===== src/rtl/intr_pkg.sv =====
package intr_pkg;
    localparam int PRIO_W = 8;
    localparam int ADDR_W = 32;
    localparam int SHIFT_WIDE = 5;
    localparam int SHIFT_NARROW = 3;

    typedef logic [PRIO_W-1:0] prio_t;
    typedef logic [ADDR_W-1:0] addr_t;

    typedef struct packed {
        prio_t level;
        logic  en;
    } prio_ctx_t;

    typedef enum logic [1:0] {
        EV_NONE   = 2'd0,
        EV_ACCEPT = 2'd1,
        EV_RETURN = 2'd2,
        EV_ENABLE = 2'd3
    } prio_event_e;

    function automatic addr_t entry_addr(addr_t base, prio_t prio);
        addr_t wide;
        wide = addr_t'(prio);
        if (base[0])
            entry_addr = (base | (wide << SHIFT_NARROW)) & ~addr_t'(1);
        else
            entry_addr = (base | (wide << SHIFT_WIDE)) & ~addr_t'(1);
    endfunction
endpackage


===== src/rtl/intr_decide.sv =====
module intr_decide
    import intr_pkg::*;
(
    input  prio_t       pend_prio,
    input  logic        pend_valid,
    input  prio_ctx_t   cur,
    input  logic        rfe,
    input  logic        ien_set,
    output prio_event_e ev
);
    logic wins;

    always_comb begin
        wins = pend_valid && cur.en && (pend_prio > cur.level);
        if (rfe)
            ev = EV_RETURN;
        else if (wins)
            ev = EV_ACCEPT;
        else if (ien_set)
            ev = EV_ENABLE;
        else
            ev = EV_NONE;
    end
endmodule


===== src/rtl/intr_prio_state.sv =====
module intr_prio_state
    import intr_pkg::*;
(
    input  logic        clk,
    input  logic        rst,
    input  prio_event_e ev,
    input  prio_t       pend_prio,
    output prio_ctx_t   cur
);
    prio_ctx_t saved;

    always_ff @(posedge clk) begin
        if (rst) begin
            cur   <= '0;
            saved <= '0;
        end else begin
            unique case (ev)
                EV_ACCEPT: begin
                    saved     <= cur;
                    cur.level <= pend_prio;
                    cur.en    <= 1'b0;
                end
                EV_RETURN: cur <= saved;
                EV_ENABLE: cur.en <= 1'b1;
                default: ;
            endcase
        end
    end
endmodule


===== src/rtl/intr_vecgen.sv =====
module intr_vecgen
    import intr_pkg::*;
(
    input  logic  clk,
    input  logic  rst,
    input  logic  base_we,
    input  addr_t base_wdata,
    input  prio_t prio,
    output addr_t addr
);
    addr_t base_q;

    always_ff @(posedge clk) begin
        if (rst)
            base_q <= '0;
        else if (base_we)
            base_q <= base_wdata;
    end

    assign addr = entry_addr(base_q, prio);
endmodule


===== src/rtl/intr_entry_unit.sv =====
module intr_entry_unit
    import intr_pkg::*;
(
    input  logic              clk,
    input  logic              rst,
    input  logic [PRIO_W-1:0] pend_prio,
    input  logic              pend_valid,
    input  logic              ien_set,
    input  logic              rfe,
    input  logic              base_we,
    input  logic [ADDR_W-1:0] base_wdata,
    output logic              take,
    output logic              ack,
    output logic [ADDR_W-1:0] vec_addr,
    output logic [PRIO_W-1:0] ccpn_o,
    output logic              ien_o
);
    prio_event_e ev;
    prio_ctx_t   cur;
    addr_t       next_addr;

    intr_decide u_decide (
        .pend_prio (pend_prio),
        .pend_valid(pend_valid),
        .cur       (cur),
        .rfe       (rfe),
        .ien_set   (ien_set),
        .ev        (ev)
    );

    intr_prio_state u_state (
        .clk      (clk),
        .rst      (rst),
        .ev       (ev),
        .pend_prio(pend_prio),
        .cur      (cur)
    );

    intr_vecgen u_vec (
        .clk       (clk),
        .rst       (rst),
        .base_we   (base_we),
        .base_wdata(base_wdata),
        .prio      (pend_prio),
        .addr      (next_addr)
    );

    always_ff @(posedge clk) begin
        if (rst) begin
            take     <= 1'b0;
            ack      <= 1'b0;
            vec_addr <= '0;
        end else begin
            take <= (ev == EV_ACCEPT);
            ack  <= (ev == EV_ACCEPT);
            if (ev == EV_ACCEPT)
                vec_addr <= next_addr;
        end
    end

    assign ccpn_o = cur.level;
    assign ien_o  = cur.en;
endmodule


===== config.mk =====
export PLATFORM = sky130hd
export DESIGN_NAME = intr_entry_unit
export DESIGN_NICKNAME = d
export VERILOG_FILES = /design/src/rtl/intr_pkg.sv /design/src/rtl/intr_decide.sv /design/src/rtl/intr_prio_state.sv /design/src/rtl/intr_vecgen.sv /design/src/rtl/intr_entry_unit.sv
export SDC_FILE = /design/constraint.sdc
export NUM_CORES = 1
export LEC_CHECK = 0
export BUFFER_PORTS_ARGS = -buffer_cell sky130_fd_sc_hd__buf_2
export CORE_MARGIN = 4
export CORE_UTILIZATION = 52
export CTS_CLUSTER_DIAMETER = 50
export DETAILED_ROUTE_END_ITERATION = 8
export PLACE_DENSITY_LB_ADDON = 0.12
export SLEW_MARGIN = 20
export SYNTH_ARGS = -nofsm -noshare
export SYNTH_HDL_FRONTEND = slang
export SYNTH_SLANG_ARGS = --single-unit

===== constraint.sdc =====
create_clock -name clk -period 3 [get_ports clk]
set_input_delay 0.6 -clock clk [delete_from_list [all_inputs] [get_ports clk]]
set_output_delay 0.6 -clock clk [all_outputs]
set_load 0.01 [all_outputs]

==> summary.md <==
| Metric | Value |
|---|---|
| Library cells used by synthesis | `26` |
| Number of flops mapped to enable cells by yosys | `0` |
| Fin crit share | `about 85%` |
| Setup TNS | `0 ns` |
| First-pass GRT wire length | `around 11 mm` |
| Area of the multi-input gates | `approximately 1500 µm²` |
| Setup violators final | `0` |
| Worst hold path class | `reg -> reg` |
| Yosys warnings | `0` |
| Initial Util | `a little over half` |
| Post-synthesis area per instance | `slightly below 10 µm²` |
| Synth Instances | `around 340` |
| Cell area power density | `between 500 and 600 nW/µm²` |
| # fillers | `between 500 and 600` |
| Async SR Flop Fraction | `0%` |
| Worst setup EP type | `register` |
| Slowest CP cell | `dfxtp_1` |
| Combinational Power Share | `10.5%` |
| Minimum clock period | `between 2 and 3 ns` |
| Vias | `roughly 2600` |
| Highest clock rate | `around 0.39 GHz` |
| Post-CTS Setup Inserts | `0` |
| Final ANT Viol Nets | `0` |
| Power share of the clock group | `approximately two fifths` |
| Crit-path cells | `inv_1, ha_1, nand4_1, nand3_1, a211o_1, and2_1, a21oi_1, ha_2, buf_4, nor2_1, a211oi_1` |
| RSZ-0062 raised after global routing | `no` |
| WP buf/inv | `2` |
| Drt via density | `5.22` |
| Die W | `just under 90 µm` |
| Seq pwr share | `between 40% and 50%` |
| Worst skew pair latency | `between 0.3 and 0.4 ns` |
| Die ar. | `7720 µm²` |
| Area Overhead vs Synth | `22.2%` |
| Critical Path Fanout Max | `18` |
| 1st-pass router iterations | `4` |
| H-tree depth | `3` |
| Status | `completed` |
| DRT Wirelength | `6.96 mm` |
| CP max stage delay | `between 0.3 and 0.4 ns` |
| Switching Fraction | `22.7%` |
| Final count of hold timing violations | `0` |
| Critical path data required time | `3.25 ns` |
| Largest net degree at the start of global routing | `64` |
| Clk pin slew, worst setup/hold paths | `~0.080 ns` |
| CTS max path bufs | `2` |
| Critical path's top delay family | `compound AO/OA/AOI/OAI gates` |
| Setup Skew | `0.00496 ns` |
| Worst vdd ir | `approximately 0.34 mV` |
| DP Area | `between 3000 and 4000 µm²` |
| Clk root buf | `clkbuf_8` |
| PortBufs | `just under 90` |
| Post-synthesis register bit count | `between 80 and 90` |
| Leak pwr | `1.85 nW` |
| Final Cell Area | `between 4000 and 5000 µm²` |
| Clock Sink Count | `82` |
| Hpwl dp | `4.85 mm` |
| Sw Pwr | `between 0.0005 and 0.0006 W` |
| CORE AREA | `6060 µm²` |
| Final net count | `approximately 470` |
| GRT overflow | `0` |
| Commonest non-fill, non-tap cell in the layout | `buf_2` |
| Most frequent cells in the layout | `buf_2 (87), dfxtp_1 (82), nor2_1 (80), mux2i_1 (70), a211oi_1 (24)` |
| Placer Congestion | `~0.77` |
| Total global-route track usage | `between 10% and 20%` |
| P_int | `~0.0018 W` |
| Netlist Area Pre-Place | `3320 µm²` |
| Register area share after synthesis | `49.5%` |
| Vias in the first global route | `~2500` |
| DIE HEIGHT | `around 88 µm` |
| Startpoint types | `register` |
| CTS tree | `built` |
| Cts repair resizes | `0` |
| DR DRC count | `0` |
| Ratio of cells with drive above 1 in the final layout | `around a quarter` |
| I/O pin total | `between 80 and 90` |
| Ys flop type | `dfxtp_1` |
| Max-slew headroom | `between 60 and 70%` |
| Crit Path Category | `reg -> reg` |
| Critical Path AT | `about 2.8 ns` |
| Rows | `28` |
| Initial antenna violation count | `0` |
| Number of diodes | `0` |
| Slew @ Worst Pin | `approximately 0.55 ns` |
| Max_cap viols | `0` |
| Register area | `approximately 1600 µm²` |
| Starting DRC count in detailed routing | `118` |
| Slew Limit Fails | `0` |
| Hold_buf cts | `0` |
| Syn nets | `approximately 390` |
| WL/cell | `approximately 14 µm` |
| CTS Buf Count | `9` |
## worst paths after layout
| path | start | endpoint | slack (ns) | depth (start not counted) |
|---|---|---|---|---|
| setup / recovery | u_state.cur[4] | vec_addr[4] | 0.46 | 11 |
| hold / removal | vec_addr[7] | vec_addr[7] | 0.48 | 2 |
| setup reg to reg | u_state.cur[4] | vec_addr[4] | 0.46 | 11 |
| hold reg to reg | vec_addr[7] | vec_addr[7] | 0.48 | 2 |
## state kept, by name, indices dropped and copies added (netlist names)
signal / count
u_vec.base_q: 32
vec_addr: 31
u_state.cur: 9
u_state.saved: 9
ack: 1
## metrics by stage
stage                     utilization (%)  power (W)  hold slack (ns)  std cells  setup WS (ns)
after floorplan                         -    0.00135            0.460        335          0.303
after global placement               62.7    0.00144            0.471        478          0.208
after detailed placement             62.7    0.00144            0.475        478          0.143
after CTS                            66.8    0.00242            0.479        493          0.443
after global routing                 66.8    0.00250            0.485        493          0.240
final                                66.8    0.00239            0.483        493          0.460
## Yosys cell counts (2+ instances only)
master	n	area share (%)
a21oi_1	8	1.2
buf_2	10	1.5
nor2_1	80	9.1
buf_4	3	0.68
dfxtp_1	82	50
mux2i_1	70	21
and2_1	4	0.75
ha_1	11	4.2
inv_1	12	1.4
buf_1	4	0.45
clkbuf_1	8	0.91
a211oi_1	24	5.4
nand4_1	2	0.38
nor2b_1	5	0.94
## final cells by class
type / count / area share (%)
Tap cell: 75 / 2.32
Clock inverter: 4 / 2.44
Multi-Input combinational cell: 216 / 37.4
Timing Repair Buffer: 93 / 12.5
Clock buffer: 11 / 3.74
Inverter: 12 / 1.11
Sequential cell: 82 / 40.5
## power by group through the flow
stage / Sequential, W / Clock, W / Combinational (W)
finish: 0.00117 / 0.000970 / 0.000252
global route: 0.00117 / 0.00104 / 0.000285
CTS: 0.00117 / 0.000994 / 0.000255
detailed placement: 0.00119 / 0 / 0.000253
global placement: 0.00119 / 0 / 0.000247
floorplan: 0.00119 / 0 / 0.000158
## worst min-delay path: stages (launching register included)
cell      delay, ns
dfxtp_1        0.31
nor2_1         0.08
a211oi_1       0.05
## layer usage
metal	wire length [µm]	part of all wire, %	track usage, %	up-vias
met5	0	0	0	-
met1	3200	46	25.4	1186
met3	493	7.1	5.64	11
met4	118	1.7	8.09	0
li1	-	-	-	1301
met2	3150	45	28.6	75
## logic make-up (layout without fill, tap and decap cells)
kind of cell | after synthesis | count (layout) | share of synthesized area [%]
adder cells (fa/ha/maj) | 11 | 11 | 4.15
other | 1 | 1 | 0.113
multiplexers | 70 | 70 | 21.1
AO/OA/AOI/OAI | 40 | 40 | 8.60
buffers and inverters | 37 | 120 | 4.91
AND/OR/NAND/NOR | 94 | 94 | 11.6
flip-flops | 82 | 82 | 49.5
Note: power is estimated with default switching activity, not from simulation.
